### src/rtl/cc_timer16.sv
module cc_timer16 #(
  parameter int W  = 16,
  parameter int NC = 2
) (
  input  logic          clk,
  input  logic          rst,
  input  logic          cnt_en,
  input  logic [NC-1:0] cap_in,
  input  logic          wr_en,
  input  logic          rd_en,
  input  logic [2:0]    addr,
  input  logic [W-1:0]  wdata,
  output logic [W-1:0]  rdata,
  output logic [NC-1:0] irq_cmp,
  output logic [NC-1:0] irq_cap,
  output logic          ff_out
);
  localparam int NE = 2 * NC;

  logic [W-1:0]  cnt, snap;
  logic [W-1:0]  cmp_r [NC];
  logic [W-1:0]  cap_r [NC];
  logic [NE-1:0] tog_en;
  logic [NC-1:0] s1, s2, s3;
  logic [NC-1:0] hit, edge_det;
  logic          sw_cmd, tog;
  logic [W-1:0]  rd_mux;

  assign edge_det = s2 & ~s3;
  assign sw_cmd   = wr_en && (addr == 3'd1);
  assign tog      = |({edge_det, hit} & tog_en);

  for (genvar i = 0; i < NC; i++) begin : g_ch
    assign hit[i] = cnt_en && (cnt == cmp_r[i]);

    always_ff @(posedge clk) begin
      if (rst) begin
        cmp_r[i]   <= '0;
        cap_r[i]   <= '0;
        irq_cmp[i] <= 1'b0;
        irq_cap[i] <= 1'b0;
      end else begin
        if (wr_en && addr == 3'(2 + i)) cmp_r[i] <= wdata;
        if (edge_det[i]) cap_r[i] <= cnt;
        irq_cmp[i] <= hit[i];
        irq_cap[i] <= edge_det[i];
      end
    end

    a_r4_cap_irq: assert property (@(posedge clk) disable iff (rst)
      irq_cap[i] |-> cap_r[i] == $past(cnt));
  end

  always_ff @(posedge clk) begin
    if (rst) begin
      cnt    <= '0;
      s1     <= '0;
      s2     <= '0;
      s3     <= '0;
      tog_en <= '0;
      ff_out <= 1'b0;
    end else begin
      if (cnt_en) cnt <= cnt + 1'b1;
      s1 <= cap_in;
      s2 <= s1;
      s3 <= s2;
      if (wr_en && addr == 3'd0) tog_en <= wdata[NE-1:0];
      if (sw_cmd) begin
        case (wdata[1:0])
          2'b00:   ff_out <= ~ff_out;
          2'b01:   ff_out <= 1'b1;
          2'b10:   ff_out <= 1'b0;
          default: ff_out <= ff_out;
        endcase
      end else if (tog) begin
        ff_out <= ~ff_out;
      end
    end
  end

  always_comb begin
    case (addr)
      3'd0:    rd_mux = W'(tog_en);
      3'd1:    rd_mux = W'(ff_out);
      3'd2:    rd_mux = cmp_r[0];
      3'd3:    rd_mux = cmp_r[1];
      3'd4:    rd_mux = cap_r[0];
      3'd5:    rd_mux = cap_r[1];
      3'd6:    rd_mux = cnt;
      default: rd_mux = snap;
    endcase
  end

  always_ff @(posedge clk) begin
    if (rst) begin
      rdata <= '0;
      snap  <= '0;
    end else if (rd_en) begin
      rdata <= rd_mux;
      if (addr == 3'd6) snap <= cnt;
    end
  end

  a_r1_count_step: assert property (@(posedge clk) disable iff (rst)
    cnt_en |=> cnt == W'($past(cnt) + 1'b1));
  a_r1_count_hold: assert property (@(posedge clk) disable iff (rst)
    !cnt_en |=> $stable(cnt));
  a_r6_set: assert property (@(posedge clk) disable iff (rst)
    (sw_cmd && wdata[1:0] == 2'b01) |=> ff_out);
  a_r6_clear: assert property (@(posedge clk) disable iff (rst)
    (sw_cmd && wdata[1:0] == 2'b10) |=> !ff_out);
  a_r7_single_flip: assert property (@(posedge clk) disable iff (rst)
    (!sw_cmd && tog) |=> ff_out != $past(ff_out));
  a_r8_snapshot: assert property (@(posedge clk) disable iff (rst)
    (rd_en && addr == 3'd6) |=> rdata == $past(cnt));
endmodule

### config.mk
export PLATFORM = sky130hd
export DESIGN_NAME = cc_timer16
export DESIGN_NICKNAME = d
export VERILOG_FILES = /design/src/rtl/cc_timer16.sv
export SDC_FILE = /design/constraint.sdc
export NUM_CORES = 1
export LEC_CHECK = 0
export ABC_AREA = 1
export BUFFER_PORTS_ARGS = -buffer_cell sky130_fd_sc_hd__buf_2
export CAP_MARGIN = 20
export CORE_ASPECT_RATIO = 1.5
export CORE_MARGIN = 2
export CORE_UTILIZATION = 52
export CTS_BUF_LIST = sky130_fd_sc_hd__clkbuf_4
export DETAILED_ROUTE_END_ITERATION = 8
export PLACE_DENSITY = 0.71
export SETUP_SLACK_MARGIN = 0.05
export SYNTH_ARGS = -nofsm -noshare
export SYNTH_HDL_FRONTEND = slang
export SYNTH_SLANG_ARGS = --single-unit
### constraint.sdc
create_clock -name clk -period 3.2 [get_ports clk]
set_clock_uncertainty 0.2 [all_clocks]
set_input_delay 0.64 -clock clk [delete_from_list [all_inputs] [get_ports clk]]
set_output_delay 0.64 -clock clk [all_outputs]
set_load 0.01 [all_outputs]
==> results by group <==
Global route
  • Met2 GRT Util: 0.4612
  • Grt total ovfl: 0
  • Most Crowded Layer GR: met2
  • Pin count of the biggest net entering global routing: 29
  • M3 GR Usage: 0.05044
  • First-pass GRT wire length: 25850 um
  • Met1 GRT Util: 0.3361
  • Global-route usage over all layers: 0.2718
  • Number of global-route vias before repair: 4947
  • Initial antenna violation count: 1

Worst setup path
  • Worst path arrival time: 2470 ps
  • CP cell instances: ha_1 -> nand2_2 -> nor2_2 -> nand2_2 -> nor2_4 -> nand2_2 -> nor2_4 -> nand4_2 -> nand3b_4 -> a21oi_1
  • CP Max Fanout: 10
  • WP data required: 3470 ps
  • Slowest CP cell: dfxtp_1
  • Worst R2R Setup Slack: 990 ps
  • Max stage delay on crit path: 580 ps
  • Startpoint types: flip-flop
  • Critical R2R Capture: cnt[14]
  • Worst setup EP type: flip-flop
  • Cells on worst reg2reg path: 10
  • Worst flop-to-flop path startpoint: cnt[0]
  • Top cell by count, worst path: nand2_2
  • Crit Path Class: reg -> reg

Min path
  • Cells on Worst Hold Path: 3
  • HP Class: in -> reg
  • WHS Endpoint: s1[0]
  • Hold Crit Start: cap_in[0]

Yosys
  • Ranking of synthesized cells by area: edfxtp_1, dfxtp_1, nand2_1
  • Adder-Cell Fraction of Synth Area: 0.008242
  • Post-synthesis xor/xnor area fraction: 0.01154
  • Synthesized cell area: 0.006072 mm^2
  • Avg Cell Area, Syn: 8.307 um^2
  • EDFF count, synth: 64
  • Post-synthesis mux area share: 0
  • Synth top area share: 0.3165
  • Yosys warnings: 0
  • Synthesized flop and latch total: 127
  • Sequential share of the synthesized area: 0.5242
  • Post-synthesis compound-gate area fraction: 0.1385
  • Main combinational cell family by area after synthesis: simple AND/OR/NAND/NOR gates
  • Synth async-reset ratio: 0
  • Synth cell types: 39
  • Yosys top cell by area: edfxtp_1
  • Top FF cell, synth: edfxtp_1
  • Net Count, Synth: 761
  • Post-Syn Instances: 731
  • Post-synthesis simple-gate area fraction: 0.2343

Run
  • Max Cap Viol: 0

Route
  • Vias per cell: 5.634
  • Via count: 5279
  • Initial DRC count: 429
  • Antenna Nets Post-Route: 0
  • Total Wirelength: 16640 um
  • Drt drc: 0
  • Routed wire per std cell: 17.76 um
  • Pre-antenna DRT Iters: 6

Cells and area
  • Final Non-Filler Cells: 937
  • NumNets Final: 803
  • FF/Latch Area: 0.003183 mm^2
  • Post-route cell area: 0.006768 mm^2
  • Share of layout cells above drive strength 1: 0.1412
  • # fillers: 1038
  • Area occupied by multi-input gates: 0.002384 mm^2
  • Area delta synth->final: 11.46%

Die
  • Initial Util: 0.5293
  • Rows: 48
  • Die footprint: 0.01258 mm^2
  • Width of the chip: 92.23 um
  • Die Span Y: 136.3 um
  • Ports: 47
  • Core Area: 0.01147 mm^2

Outcome
  • Status: completed

Placed design
  • Routability Congestion: 0.9294
  • Number of port buffers: 46
  • DP Area: 0.006394 mm^2
  • Post-placement cell count: 904
  • Dpl hpwl: 12390 um

CTS
  • Post-CTS sizing: 0
  • Root Buffer: clkbuf_4
  • Worst-case clock buffer depth: 2
  • Cts hold-fix bufs: 0
  • Clock Latency Late Sink: 530 ps
  • CTS Buf Count: 17
  • Setup bufs post-CTS: 0
  • Clock Pin Slew Worst Setup and Hold Paths: 120 ps
  • Clock sink count: 127
  • CTS tree: done
  • H-tree depth: 4

STA
  • Hold violation count in the final report: 0
  • Fin crit share: 0.6895
  • Hold_ws: 114.9 ps
  • Endpoints failing setup: 0
  • Slew Viols, Final: 0
  • Fmax: 453.3 MHz
  • Slew headroom: 0.4172
  • RSZ-0062 raised after global routing: false
  • Setup TNS: 0 ps
  • Period minus WS final: 2206 ps
  • Worst-Margin Slew: 872.0 ps

Power and ir drop
  • PwrDens: 520.3 mW/mm^2
  • Worst vdd ir: 0.3113 mV
  • Design Power: 3.521 mW
  • Pleak: 2.796 nW
## cells in the final DEF (no fill, tap or decap), types with 11 or more instances in the layout
master     synthesis  layout
a21oi_1           66      66
clkbuf_4           0      18
o211ai_1          12      12
nand2_1          140     140
buf_2             11      46
nand4_1           16      16
a22oi_1           11      11
inv_1             87      87
o2111ai_1         15      15
edfxtp_1          64      64
nand3_1           24      24
o21ai_0           29      27
dfxtp_1           63      63
nor2_1           115     115
## synthesized netlist by cell type, types with 4 or more instances
cell / instances
dfxtp_1: 63
clkbuf_1: 13
nor3_1: 4
or2_2: 4
o21ai_0: 29
nor2_1: 115
buf_4: 5
xnor2_1: 8
ha_1: 4
nand2_2: 6
nand3_1: 24
buf_2: 11
a22oi_1: 11
o211ai_1: 12
nand2_1: 140
inv_1: 87
a21oi_1: 66
nand4_1: 16
edfxtp_1: 64
inv_2: 5
o2111ai_1: 15
## flip-flops by register name (all words and copies together) (netlist names)
signal   cells
s3           2
snap        16
tog_en       4
cnt         16
irq_cmp      2
s1           2
ff_out       1
irq_cap      2
cap_r       32
cmp_r       32
s2           2
rdata       16
## kinds of logic after synthesis
kind of cell / after synthesis
fa+ha+maj: 4
compound gates: 142
simple gates: 326
flops: 127
buf+inv: 124
xor+xnor: 8
## through the flow
step | util | worst slack, ps
final | 0.5900 | 993.8
after CTS | 0.5898 | 1019
after floorplan | - | 467.8
after global routing | 0.5900 | 806.6
after detailed placement | 0.5574 | 664.8
after global placement | 0.5574 | 749.1
## report_power, final
group / switching, mW / internal [mW] / total (mW)
sequential: 0.0457 / 1.78 / 1.82
combinational: 0.201 / 0.0958 / 0.297
clock: 0.617 / 0.787 / 1.40
total: 0.864 / 2.66 / 3.52
## per-layer routing
layer	up-vias	share of wire	wire (um)
li1	2535	-	-
met1	2429	0.40	6659
met2	270	0.50	8336
met3	45	0.069	1146
met4	0	0.030	496
met5	-	0	0
## final cells by class
type	count	area share
Inverter	93	0.05158
Antenna cell	1	0.0003698
Clock inverter	14	0.03494
Tap cell	150	0.02773
Sequential cell	127	0.4703
Multi-Input combinational cell	480	0.3522
Clock buffer	18	0.01997
Timing Repair Buffer	54	0.04289
## worst max-delay path, delay by kind of cell (launching register included)
| kind | cells | cell delay, ps |
|---|---|---|
| AO/OA/AOI/OAI | 1 | 130 |
| adder cells (fa/ha/maj) | 1 | 230 |
| flip-flops | 1 | 580 |
| AND/OR/NAND/NOR | 8 | 1010 |
## worst max path at each step
stage,startpoint,to,slack [ps],cells past startpoint
after floorplan,addr[1],cmp_r[0][0],470,4
after global placement,addr[1],snap[3],750,9
after detailed placement,addr[2],cmp_r[1][1],660,6
after CTS,cnt[0],cnt[14],1020,10
after global routing,cnt[0],cnt[14],810,10
final,cnt[0],cnt[14],990,10
Note: power is estimated with default switching activity, not from simulation.
